### config.mk
export PLATFORM = sky130hd
export DESIGN_NAME = rll27_hdr_enc
export DESIGN_NICKNAME = d
export VERILOG_FILES = /design/src/rtl/rll27_pkg.sv /design/src/rtl/rll27_codec.sv /design/src/rtl/rll27_framer.sv /design/src/rtl/rll27_hdr_enc.sv
export SDC_FILE = /design/constraint.sdc
export NUM_CORES = 1
export LEC_CHECK = 0
export ABC_AREA = 1
export BUFFER_PORTS_ARGS = -buffer_cell sky130_fd_sc_hd__buf_2
export CAP_MARGIN = 10
export CORE_ASPECT_RATIO = 1.4
export CORE_MARGIN = 1.5
export CORE_UTILIZATION = 60
export DETAILED_ROUTE_END_ITERATION = 10
export PLACE_DENSITY = 0.81
export SYNTH_ARGS = -nofsm -noshare
export SYNTH_HDL_FRONTEND = slang
export SYNTH_SLANG_ARGS = --single-unit
### constraint.sdc
create_clock -name clk -period 4.5 [get_ports clk]
set_input_delay 0.675 -clock clk [delete_from_list [all_inputs] [get_ports clk]]
set_output_delay 0.675 -clock clk [all_outputs]
set_load 0.01 [all_outputs]
### src/rtl/rll27_pkg.sv
package rll27_pkg;

   typedef enum logic [2:0] {
      ST_IDLE,
      ST_GAP,
      ST_PRE,
      ST_SYNC,
      ST_MARK,
      ST_PAY,
      ST_FLUSH
   } frame_st_t;

   // one decoded code word: data bits used, channel bits left-aligned, channel length
   typedef struct packed {
      logic       ok;
      logic [2:0] dlen;
      logic [7:0] cw;
      logic [3:0] clen;
   } rll_word_t;

   // w holds the next four data bits (MSB first); bits past avail are zero
   function automatic rll_word_t rll_lookup(input logic [3:0] w,
                                            input logic [2:0] avail,
                                            input logic       flush);
      rll_word_t r;
      r = '0;
      if (w[3]) begin
         r.dlen = 3'd2;
         r.clen = 4'd4;
         r.cw   = w[2] ? 8'b1000_0000 : 8'b0100_0000;
      end else if (w[2:1] == 2'b01) begin
         r.dlen = 3'd4;
         r.clen = 4'd8;
         r.cw   = w[0] ? 8'b0000_1000 : 8'b0010_0100;
      end else begin
         r.dlen = 3'd3;
         r.clen = 4'd6;
         case (w[2:1])
            2'b00:   r.cw = 8'b0001_0000;
            2'b10:   r.cw = 8'b1001_0000;
            default: r.cw = 8'b0010_0000;
         endcase
      end
      r.ok = (avail >= r.dlen) || (flush && (avail != 3'd0));
      return r;
   endfunction

endpackage

### src/rtl/rll27_codec.sv
module rll27_codec
   import rll27_pkg::*;
#(
   parameter int SYM_W = 8
) (
   input  logic             clk,
   input  logic             rst_n,
   input  logic             ce,
   input  logic             flush,
   input  logic             take,
   input  logic [SYM_W-1:0] src_byte,
   output logic             room,
   output logic             cbit,
   output logic             ch_valid,
   output logic             idle
);
   localparam int SLACK  = 3;               // longest unfinished word carried over
   localparam int WIN_W  = SYM_W + SLACK;
   localparam int WCNT_W = $clog2(WIN_W + 1);
   localparam int CW_W   = 8;
   localparam int OCNT_W = $clog2(CW_W + 1);

   logic [WIN_W-1:0]  win_q, win_nx;
   logic [WCNT_W-1:0] wcnt_q, wcnt_nx, used, rem;
   logic [CW_W-1:0]   obuf_q;
   logic [OCNT_W-1:0] ocnt_q;
   logic [2:0]        avail;
   logic              need_word, load;
   rll_word_t         look;

   assign avail = (wcnt_q >= WCNT_W'(4)) ? 3'd4 : wcnt_q[2:0];
   assign look  = rll_lookup(win_q[WIN_W-1 -: 4], avail, flush);

   assign need_word = (ocnt_q == '0) || (ce && (ocnt_q == OCNT_W'(1)));
   assign load      = need_word && look.ok;

   always_comb begin
      used = '0;
      if (load) used = (WCNT_W'(look.dlen) > wcnt_q) ? wcnt_q : WCNT_W'(look.dlen);
   end

   assign rem  = wcnt_q - used;
   assign room = (rem <= WCNT_W'(SLACK));

   always_comb begin
      win_nx  = win_q << (load ? look.dlen : 3'd0);
      wcnt_nx = rem;
      if (take) begin
         win_nx  = win_nx | ({src_byte, {SLACK{1'b0}}} >> rem);
         wcnt_nx = rem + WCNT_W'(SYM_W);
      end
   end

   always_ff @(posedge clk or negedge rst_n) begin
      if (!rst_n) begin
         win_q  <= '0;
         wcnt_q <= '0;
         obuf_q <= '0;
         ocnt_q <= '0;
      end else begin
         win_q  <= win_nx;
         wcnt_q <= wcnt_nx;
         if (load) begin
            obuf_q <= look.cw;
            ocnt_q <= OCNT_W'(look.clen);
         end else if (ce && (ocnt_q != '0)) begin
            obuf_q <= {obuf_q[CW_W-2:0], 1'b0};
            ocnt_q <= ocnt_q - OCNT_W'(1);
         end
      end
   end

   assign cbit     = obuf_q[CW_W-1];
   assign ch_valid = (ocnt_q != '0);
   assign idle     = (wcnt_q == '0) && (ocnt_q == '0);

   // zero-run tracker feeding the run-length checks
   logic [3:0] zrun_q;
   logic       seen_q;
   logic       emit;
   assign emit = ce && ch_valid;

   always_ff @(posedge clk or negedge rst_n) begin
      if (!rst_n) begin
         zrun_q <= '0;
         seen_q <= 1'b0;
      end else if (emit) begin
         if (cbit) begin
            zrun_q <= '0;
            seen_q <= 1'b1;
         end else if (zrun_q != 4'hF) begin
            zrun_q <= zrun_q + 4'd1;
         end
      end else if (idle) begin
         seen_q <= 1'b0;
      end
   end

   AST_RUN_MAX: assert property (@(posedge clk) disable iff (!rst_n)
      (emit && seen_q && !cbit) |-> (zrun_q < 4'd7));
   AST_RUN_MIN: assert property (@(posedge clk) disable iff (!rst_n)
      (emit && seen_q && cbit) |-> (zrun_q >= 4'd2));
   AST_WIN_BOUND: assert property (@(posedge clk) disable iff (!rst_n)
      wcnt_q <= WCNT_W'(WIN_W));
   AST_OUT_HOLD: assert property (@(posedge clk) disable iff (!rst_n)
      (!ce && ch_valid) |=> (ch_valid && $stable(cbit)));

endmodule

### src/rtl/rll27_framer.sv
module rll27_framer
   import rll27_pkg::*;
#(
   parameter int               CNT_W    = 8,
   parameter int               SYM_W    = 8,
   parameter logic [SYM_W-1:0] GAP_SYM  = SYM_W'('h33),
   parameter logic [SYM_W-1:0] PRE_SYM  = SYM_W'('hFF),
   parameter logic [SYM_W-1:0] SYNC_SYM = SYM_W'('h62),
   parameter logic [SYM_W-1:0] MARK_SYM = SYM_W'('hFE)
) (
   input  logic             clk,
   input  logic             rst_n,
   input  logic             start,
   input  logic [CNT_W-1:0] gap_len,
   input  logic [CNT_W-1:0] pre_len,
   input  logic [SYM_W-1:0] s_data,
   input  logic             s_valid,
   input  logic             s_last,
   input  logic             room,
   input  logic             codec_idle,
   output logic             take,
   output logic [SYM_W-1:0] src_byte,
   output logic             s_ready,
   output logic             flush,
   output logic             busy,
   output logic             done
);
   frame_st_t        st_q;
   logic [CNT_W-1:0] cnt_q, pre_q;
   logic             src_valid;

   always_comb begin
      src_valid = 1'b0;
      src_byte  = '0;
      case (st_q)
         ST_GAP:  begin src_valid = 1'b1;    src_byte = GAP_SYM;  end
         ST_PRE:  begin src_valid = 1'b1;    src_byte = PRE_SYM;  end
         ST_SYNC: begin src_valid = 1'b1;    src_byte = SYNC_SYM; end
         ST_MARK: begin src_valid = 1'b1;    src_byte = MARK_SYM; end
         ST_PAY:  begin src_valid = s_valid; src_byte = s_data;   end
         default: ;
      endcase
   end

   assign take    = src_valid && room;
   assign s_ready = (st_q == ST_PAY) && room;
   assign flush   = (st_q == ST_FLUSH);
   assign busy    = (st_q != ST_IDLE);

   always_ff @(posedge clk or negedge rst_n) begin
      if (!rst_n) begin
         st_q  <= ST_IDLE;
         cnt_q <= '0;
         pre_q <= '0;
         done  <= 1'b0;
      end else begin
         done <= 1'b0;
         case (st_q)
            ST_IDLE: if (start) begin
               pre_q <= pre_len;
               if (gap_len != '0) begin
                  st_q  <= ST_GAP;
                  cnt_q <= gap_len;
               end else if (pre_len != '0) begin
                  st_q  <= ST_PRE;
                  cnt_q <= pre_len;
               end else begin
                  st_q <= ST_SYNC;
               end
            end
            ST_GAP: if (take) begin
               if (cnt_q == CNT_W'(1)) begin
                  if (pre_q != '0) begin
                     st_q  <= ST_PRE;
                     cnt_q <= pre_q;
                  end else begin
                     st_q <= ST_SYNC;
                  end
               end else begin
                  cnt_q <= cnt_q - CNT_W'(1);
               end
            end
            ST_PRE: if (take) begin
               if (cnt_q == CNT_W'(1)) st_q <= ST_SYNC;
               else                    cnt_q <= cnt_q - CNT_W'(1);
            end
            ST_SYNC:  if (take) st_q <= ST_MARK;
            ST_MARK:  if (take) st_q <= ST_PAY;
            ST_PAY:   if (take && s_last) st_q <= ST_FLUSH;
            ST_FLUSH: if (codec_idle) begin
               st_q <= ST_IDLE;
               done <= 1'b1;
            end
            default: st_q <= ST_IDLE;
         endcase
      end
   end

   AST_DONE_PULSE: assert property (@(posedge clk) disable iff (!rst_n)
      done |=> !done);
   AST_START_IGNORED: assert property (@(posedge clk) disable iff (!rst_n)
      (busy && start && !take) |=> ($stable(cnt_q) && $stable(pre_q)));

endmodule

### src/rtl/rll27_hdr_enc.sv
module rll27_hdr_enc
   import rll27_pkg::*;
#(
   parameter int               CNT_W      = 8,
   parameter int               SYM_W      = 8,
   parameter logic [SYM_W-1:0] GAP_SYM    = SYM_W'('h33),
   parameter logic [SYM_W-1:0] PRE_SYM    = SYM_W'('hFF),
   parameter logic [SYM_W-1:0] SYNC_SYM   = SYM_W'('h62),
   parameter logic [SYM_W-1:0] MARK_SYM   = SYM_W'('hFE),
   parameter bit               PULSE_HIGH = 1'b1
) (
   input  logic             clk,
   input  logic             rst_n,
   input  logic             ce,
   input  logic             start,
   input  logic [CNT_W-1:0] gap_len,
   input  logic [CNT_W-1:0] pre_len,
   input  logic [SYM_W-1:0] s_data,
   input  logic             s_valid,
   input  logic             s_last,
   output logic             s_ready,
   output logic             wr_pulse,
   output logic             ch_valid,
   output logic             busy,
   output logic             done
);
   if (SYM_W < 4) begin : g_bad_sym
      $error("SYM_W must be at least 4");
   end
   if (CNT_W < 1) begin : g_bad_cnt
      $error("CNT_W must be at least 1");
   end

   logic             room, take, flush, codec_idle, cbit;
   logic [SYM_W-1:0] src_byte;

   rll27_framer #(
      .CNT_W(CNT_W), .SYM_W(SYM_W),
      .GAP_SYM(GAP_SYM), .PRE_SYM(PRE_SYM),
      .SYNC_SYM(SYNC_SYM), .MARK_SYM(MARK_SYM)
   ) u_framer (
      .clk(clk), .rst_n(rst_n), .start(start),
      .gap_len(gap_len), .pre_len(pre_len),
      .s_data(s_data), .s_valid(s_valid), .s_last(s_last),
      .room(room), .codec_idle(codec_idle),
      .take(take), .src_byte(src_byte), .s_ready(s_ready),
      .flush(flush), .busy(busy), .done(done)
   );

   rll27_codec #(.SYM_W(SYM_W)) u_codec (
      .clk(clk), .rst_n(rst_n), .ce(ce), .flush(flush),
      .take(take), .src_byte(src_byte), .room(room),
      .cbit(cbit), .ch_valid(ch_valid), .idle(codec_idle)
   );

   if (PULSE_HIGH) begin : g_pos
      assign wr_pulse = ch_valid & cbit;
   end else begin : g_neg
      assign wr_pulse = ~(ch_valid & cbit);
   end

   AST_IDLE_QUIET: assert property (@(posedge clk) disable iff (!rst_n)
      !busy |-> (!ch_valid && !s_ready));
   AST_LAST_CLOSE: assert property (@(posedge clk) disable iff (!rst_n)
      (s_valid && s_ready && s_last) |=> !s_ready);

endmodule

==> results of run 1 <==
-- kinds of logic (layout without fill, tap and decap cells) --
group	after synthesis	count (layout)	share of synthesized area [%]
fa+ha+maj	12	12	4.64
xor+xnor	6	6	1.55
flops	45	45	33.1
buf+inv	71	107	8.32
simple gates	305	305	40.6
compound gates	69	69	11.8
-- flip-flops by register name, indices dropped and copies added (netlist names) --
signal	count
u_codec.obuf_q	6
u_codec.ocnt_q	4
u_codec.wcnt_q	4
u_codec.win_q	11
u_framer.cnt_q	8
u_framer.done	1
u_framer.pre_q	8
u_framer.st_q	3
-- worst min path at each step --
stage / from / to / slack, ns / cells after the start
2_1_floorplan: rst_n / u_codec.obuf_q[2]$_DFFE_PN0P_ / 0.38 / 0
3_3_place_gp: u_codec.obuf_q[5]$_DFFE_PN0P_ / u_codec.obuf_q[6]$_DFFE_PN0P_ / 0.46 / 2
3_5_place_dp: u_framer.cnt_q[3]$_DFFE_PN0P_ / u_framer.cnt_q[3]$_DFFE_PN0P_ / 0.47 / 2
4_1_cts: u_framer.cnt_q[3]$_DFFE_PN0P_ / u_framer.cnt_q[3]$_DFFE_PN0P_ / 0.49 / 2
5_1_grt: u_framer.cnt_q[3]$_DFFE_PN0P_ / u_framer.cnt_q[3]$_DFFE_PN0P_ / 0.51 / 2
6_report: u_framer.cnt_q[3]$_DFFE_PN0P_ / u_framer.cnt_q[3]$_DFFE_PN0P_ / 0.49 / 2
-- power groups by stage --
stage | Clock [mW] | Combinational (mW) | Sequential, mW
4_1_cts | 0.331 | 1.80 | 0.763
5_1_grt | 0.349 | 2.08 | 0.794
3_3_place_gp | 0 | 1.75 | 0.762
6_report | 0.330 | 1.82 | 0.769
3_5_place_dp | 0 | 1.78 | 0.770
2_1_floorplan | 0 | 1.42 | 0.703
-- final cells by class --
cell class,instances,area (µm²),share of cell area (%)
repair buffers,36,185,4.94
well taps,68,85.1,2.27
flip-flops and latches,45,1130,30.0
clock inverters,2,37.5,1.00
multi-input cells,392,2000,53.3
inverters,63,236,6.30
clock buffers,6,82.6,2.20
-- cells in the final DEF, fill, tap and decap left out, drive strengths merged, types with 2 or more instances in the layout --
cell,instances
nand2,174
nand3,63
inv,62
dfrtp,45
nor2,41
buf,36
o21ai,32
a21oi,19
ha,11
nand4,10
nor3,8
o211ai,8
nand3b,6
clkbuf,6
xor2,6
a21boi,3
or2,2
o31ai,2
-- per-layer routing --
metal  GRT usage, %  vias up  part of all wire, %
met4           12.2        0                  2.6
met1           34.1     1619                   40
met5              0        -                    0
li1               -     1724                    -
met2           58.3      103                   54
met3           4.29       17                  3.7
-- worst min-delay path: stages (launching register included) --
cell	delay [ns]
dfrtp_1	0.35
nand2_1	0.05
nand2_1	0.05
-- stage by stage --
step / worst slack, ns / hold slack (ns) / power, mW / instances / util (%)
5_1_grt: 0.00318 / 0.511 / 3.22 / 612 / 68.4
6_report: 0.289 / 0.487 / 2.92 / 612 / 68.4
3_5_place_dp: 0.566 / 0.471 / 2.55 / 604 / 66.0
3_3_place_gp: 0.689 / 0.463 / 2.51 / 604 / 66.0
2_1_floorplan: 0.680 / 0.379 / 2.12 / 508 / -
4_1_cts: 0.221 / 0.493 / 2.89 / 612 / 68.2
==> key figures, run 1 <==
Setup path
  • Worst Path Buf+Inv: 3
  • Worst r2r src: u_codec.win_q[9]$_DFF_PN0_
  • Worst R2R Setup Slack: between 0.6 and 0.7 ns
  • CP dominant cell by count: o21ai_0
  • Slowest CP cell: dfrtp_1
  • Crit path required time: about 3.8 ns
  • Critical path cell sequence: nor2_8 > nor2_1 > ha_1 > nor2_1 > o21ai_0 > nand2_1 > nand2_4 > nand2_4 > o21ai_0 > o21ai_0 > ha_1 > nand3_1 > nand2_1 > xor2_1 > buf_4 > inv_1 > nor3_1 > buf_2
  • Critical Path Stages: 18
  • Max stage delay on crit path: between 0.4 and 0.5 ns
  • Worst reg2reg endpoint: u_codec.win_q[2]$_DFF_PN0_
  • Setup CP Type: reg -> out
  • CP Capture Type: output port
  • Critical Path Source Type: flip-flop
  • Crit path to: s_ready
  • CP delay by family, top: simple AND/OR/NAND/NOR gates
  • Crit path arrival time: around 3.5 ns
  • Depth of the most critical reg-to-reg path: 17
  • Worst setup path start: u_codec.win_q[9]$_DFF_PN0_
  • CP Max Fanout: 21

Timing
  • # setup viols final: 0
  • Slew HR: a little under a third
  • Min Tclk post-route: about 4.2 ns
  • Setup TNS: 0 ns
  • Hold Vio Cnt, Final: 0
  • Final period utilization: ~94%
  • Final Skew: approximately 0.0084 ns
  • Fmax: 0.237 GHz
  • Unrepaired setup endpoints after global routing: false
  • Tightest Pin Transition: between 1 and 1.5 ns
  • Max-slew violation count: 0

Route
  • Remaining antenna violation count: 0
  • Via count: ~3500
  • Pre-antenna DRT Iters: 7
  • Routed len/inst: 14.3 µm
  • # DRC: 0
  • Via/cell ratio: 5.66
  • Routed Wire Length: 8.73 mm
  • Drt initial violations: approximately 260

Floorplanning
  • Starting density of the core: around 62%
  • Die area: just over 6000 µm²
  • # IOs: 35
  • Core area: around 5500 µm²
  • Std cell rows: 32
  • Die X: around 67 µm
  • Die height: 92.0 µm

Synthesis
  • Number of synthesized flops with an enable pin: 0
  • Most frequent cell after synthesis: nand2_1
  • Dominant cell type by area after synthesis: dfrtp_1
  • Synth area leaders: dfrtp_1 33%, nand2_1 19%, nand3_1 9.0%, inv_1 6.6%, o21ai_0 4.4%
  • Top-area cell type share of the netlist area: between 30% and 40%
  • Synthesized area per cell: roughly 6.7 µm²
  • Synth cell types: 37
  • Syn nets: 550
  • Synth Register Bits: 45
  • Seq/Total Area, Yosys: around a third
  • Synth Instances: 508
  • Dominant synthesized flop cell: dfrtp_1
  • Yosys warns: 0
  • Mapped Area: about 3400 µm²
  • Top post-synthesis cells by count: 168 x nand2_1, 61 x nand3_1, 60 x inv_1
  • Async set-reset flop share out of synthesis: 100%

Pwr
  • Maximum vdd drop: between 400 and 500 µV
  • Pwr Density: between 700 and 800 nW/µm²
  • Psw: roughly 1.5 mW
  • Int Pwr: 1.39 mW
  • Clock network power share: between 10% and 20%
  • Leakage power: 1.97 nW
  • Flop pwr share: 26.3%
  • Net Sw Frac: around 53%
  • Logic pwr share: 62.3%

Global routing
  • Pin count of the biggest net entering global routing: 46
  • Vias in the first global route: approximately 3400
  • GRT Total Usage: a little under a third
  • Total gr overflow: 0
  • First-pass GRT wire length: 14.9 mm
  • Initial antenna violation count: 0

Clocking
  • Post-CTS Resized: 0
  • Hold buffer count at CTS: 0
  • Clock Tree Buf Depth: 2
  • Clk_lat worst skew: between 0.3 and 0.4 ns
  • CTS tree: built
  • Root buffer cell: clkbuf_8
  • Postcts setup bufs: 0
  • Reg clk slew, reported paths: approximately 0.09 ns
  • CTS H-Tree Depth: 2
  • Cts bufs inserted: 5
  • Clock sinks: 45

Min path
  • Worst hold path class: reg -> reg

Flow run
  • Max_cap viols: 0

Cells and area
  • Fillers: 488
  • Final Cell Area: between 3000 and 4000 µm²
  • Diode count: 0
  • Layout Nets: 585
  • Fraction of layout cells with a size suffix above 1: 11.9%
  • P&R area growth vs syn: 10.4%

Placement
  • Buffers on Ports: 34
  • Placed cell area: around 3600 µm²
  • Detail Placement HPWL: between 6 and 7 mm
  • Final Wtd Congestion: roughly 0.9

Outcome
  • Outcome: finished, final reports clean
(Power assumes the default switching activity.)
==> inputs of run 2 (changes only) <==
--- a/config.mk
+++ b/config.mk
@@ -5,14 +5,13 @@
 export SDC_FILE = /design/constraint.sdc
 export NUM_CORES = 1
 export LEC_CHECK = 0
-export ABC_AREA = 1
-export BUFFER_PORTS_ARGS = -buffer_cell sky130_fd_sc_hd__buf_2
 export CAP_MARGIN = 10
 export CORE_ASPECT_RATIO = 1.4
 export CORE_MARGIN = 1.5
-export CORE_UTILIZATION = 60
+export CORE_UTILIZATION = 64
 export DETAILED_ROUTE_END_ITERATION = 10
-export PLACE_DENSITY = 0.81
+export DONT_BUFFER_PORTS = 1
+export PLACE_DENSITY = 0.8
 export SYNTH_ARGS = -nofsm -noshare
 export SYNTH_HDL_FRONTEND = slang
 export SYNTH_SLANG_ARGS = --single-unit
==> key figures, run 2 <==
Outcome
  • Outcome: finished, final reports clean

Route
  • Via/cell ratio: between 6 and 7
  • Routed len/inst: ~17 µm
  • Pre-antenna DRT Iters: 5
  • Remaining antenna violation count: 0
  • Via count: between 2000 and 3000
  • Routed Wire Length: approximately 8 mm
  • # DRC: 0
  • Drt initial violations: between 150 and 200

Synthesis
  • Most frequent cell after synthesis: a21oi_1
  • Synth cell types: between 50 and 60
  • Synth area leaders: dfrtp_1 34%, a21oi_1 7.8%, mux2i_1 5.8%, nor2_1 5.3%, ha_1 4.2%
  • Yosys warns: 0
  • Seq/Total Area, Yosys: 34.4%
  • Dominant synthesized flop cell: dfrtp_1
  • Mapped Area: ~3300 µm²
  • Top-area cell type share of the netlist area: roughly 34%
  • Dominant cell type by area after synthesis: dfrtp_1
  • Number of synthesized flops with an enable pin: 0
  • Synth Instances: slightly below 400
  • Top post-synthesis cells by count: 51 x a21oi_1, 46 x nor2_1, 45 x dfrtp_1
  • Synth Register Bits: 45
  • Async set-reset flop share out of synthesis: 100%
  • Synthesized area per cell: between 8 and 9 µm²
  • Syn nets: about 440

Floorplanning
  • Die X: about 63 µm
  • Std cell rows: 30
  • Starting density of the core: about two thirds
  • Die area: about 5600 µm²
  • # IOs: 35
  • Core area: ~4900 µm²
  • Die height: roughly 90 µm

Cells and area
  • Most frequent cells in the layout: 51 x a21oi_1, 45 x dfrtp_1, 43 x nor2_1, 27 x nand2_1, 26 x o21ai_0
  • Fillers: 396
  • Register area: between 1000 and 1500 µm²
  • Diode count: 0
  • Layout Nets: between 400 and 500
  • Core Util, Final: between 70% and 80%
  • Flip-flop count of the largest register after layout: 11
  • Leading cell type in the layout, fill and taps excluded: a21oi_1
  • Fraction of layout cells with a size suffix above 1: approximately an eighth
  • Multi-input logic area: approximately 2000 µm²
  • Largest Register: u_codec.win_q
  • Non-Filler Instances: between 400 and 500
  • P&R area growth vs syn: 7.07%
  • Largest regs: u_codec.win_q x11, u_framer.cnt_q x8, u_framer.pre_q x8

Pwr
  • Pwr Density: between 800 and 900 nW/µm²
  • Maximum vdd drop: approximately 420 µV
  • Leakage power: between 1 and 1.5 nW
  • Final Power: 2.85 mW

Timing
  • Fmax: 0.229 GHz
  • Max-slew violation count: 0
  • Slew HR: a little under two fifths
  • Setup TNS: 0 ns
  • Min Tclk post-route: between 4 and 5 ns
  • Hold Vio Cnt, Final: 0
  • Final Skew: ~0.008 ns
  • Fin Hold WS: roughly 0.055 ns
  • # setup viols final: 0
  • Tightest Pin Transition: around 0.9 ns
  • Final period utilization: between 90% and 100%
  • Unrepaired setup endpoints after global routing: true

Setup path
  • Max stage delay on crit path: 0.50 ns
  • Setup CP Type: reg -> out
  • Worst reg2reg endpoint: u_codec.win_q[1]$_DFF_PN0_
  • Slowest CP cell: or4_4
  • Worst R2R Setup Slack: between 0.4 and 0.5 ns
  • CP dominant cell by count: or2_4
  • CP Capture Type: output port
  • Critical Path Source Type: flip-flop
  • Crit path required time: 3.83 ns
  • CP delay by family, top: simple AND/OR/NAND/NOR gates
  • Critical path cell sequence: or2_4 > or2_4 > ha_1 > nand2b_1 > maj3_2 > a211oi_2 > or4_4 > nor2_2 > ha_2 > inv_1 > fa_2 > or3_4 > and3_4 > nor3_4
  • Worst Path Buf+Inv: 1
  • Crit path arrival time: between 3 and 4 ns
  • CP Max Fanout: 5
  • Depth of the most critical reg-to-reg path: 15
  • Worst r2r src: u_codec.wcnt_q[3]$_DFF_PN0_

Clocking
  • Root buffer cell: clkbuf_8
  • Reg clk slew, reported paths: around 0.090 ns
  • Hold buffer count at CTS: 0
  • Cts bufs inserted: 5
  • CTS tree: built
  • Clk_lat worst skew: about 0.30 ns
  • Clock Tree Buf Depth: 2
  • Clock sinks: 45
  • CTS H-Tree Depth: 2

Global routing
  • Total gr overflow: 0
  • Top Usage Layer GRT: met2
  • Pin count of the biggest net entering global routing: 46
  • M1 GR Usage: between 30% and 40%
  • Initial antenna violation count: 0
  • Met3 Resource Use GR: 5.40%
  • Vias in the first global route: roughly 3000
  • Grt met2 use: 59.7%
  • GRT Total Usage: 31.0%
  • First-pass GRT wire length: 13.5 mm

Placement
  • Final Wtd Congestion: 0.873
  • Buffers on Ports: 0
  • Placed Cells: between 400 and 500
  • Detail Placement HPWL: between 5 and 6 mm

Min path
  • Worst hold path class: in -> async

Flow run
  • Max_cap viols: 0
## run 2: changes by cell type in the layout (fill, tap and decap cells not counted), moves of 7 or more
cell and change:
o221ai_1 +7, inv_1 -41, nand2_1 -141, mux2i_1 +19
buf_4 +10, nand3_1 -53, nand2b_1 +8, mux2_2 +9
buf_2 -34, a21oi_1 +33, nand4_1 -9, or4_1 +7
nor2_1 +7
## run 2: kinds of logic after synthesis
family	share of synthesized area [%]
AND/OR/NAND/NOR	21.0
AO/OA/AOI/OAI	23.6
flip-flops	34.4
buffers and inverters	5.16
multiplexers	8.90
adder cells (fa/ha/maj)	5.42
XOR/XNOR	1.60
## run 2: through the flow
| step | area, µm² | worst slack, ns |
|---|---|---|
| floorplan | 3320 | 0.0275 |
| global placement | 3380 | 0.316 |
| detailed placement | 3380 | 0.259 |
| CTS | 3500 | 0.0553 |
| global route | 3510 | -0.0217 |
| finish | 3510 | 0.126 |
## run 2: final cells by class
type,instances,area share [%]
clock buffer,6,2.07
tap,64,2.28
timing repair buffer,12,2.57
sequential,45,32.1
clock inverter,2,1.11
inverter,21,2.25
multi-input combinational,308,57.6
## run 2: worst max-delay path by stage
stage	depth (start not counted)	from	end
detailed placement	14	u_codec.wcnt_q[2]$_DFF_PN0_	s_ready
finish	14	u_codec.wcnt_q[3]$_DFF_PN0_	s_ready
CTS	14	u_codec.wcnt_q[3]$_DFF_PN0_	s_ready
global placement	14	u_codec.wcnt_q[2]$_DFF_PN0_	s_ready
global route	16	u_codec.win_q[8]$_DFF_PN0_	s_ready
floorplan	17	u_codec.win_q[9]$_DFF_PN0_	s_ready
## run 2: what timing repair did
| action | 4_1_cts | 5_1_grt |
|---|---|---|
| pin swaps | 2 | 0 |
| setup endpoints to repair | 1 | 2 |
| buffers inserted | 1 | 0 |
| gates resized for setup | 0 | 3 |
## run 2: power by group
part	leakage, nW	total, mW	switching, mW	internal [mW]
logic	0.851	1.76	1.02	0.735
clock network	0.0554	0.309	0.142	0.167
registers	0.545	0.778	0.178	0.600
## run 2: routing by layer
metal / vias to the layer above / part of all wire, % / wire (µm)
met4: 0 / 3.3 / 261
met1: 1430 / 37 / 2930
met2: 85 / 55 / 4400
li1: 1433 / - / -
met5: - / 0 / 0
met3: 23 / 4.7 / 377
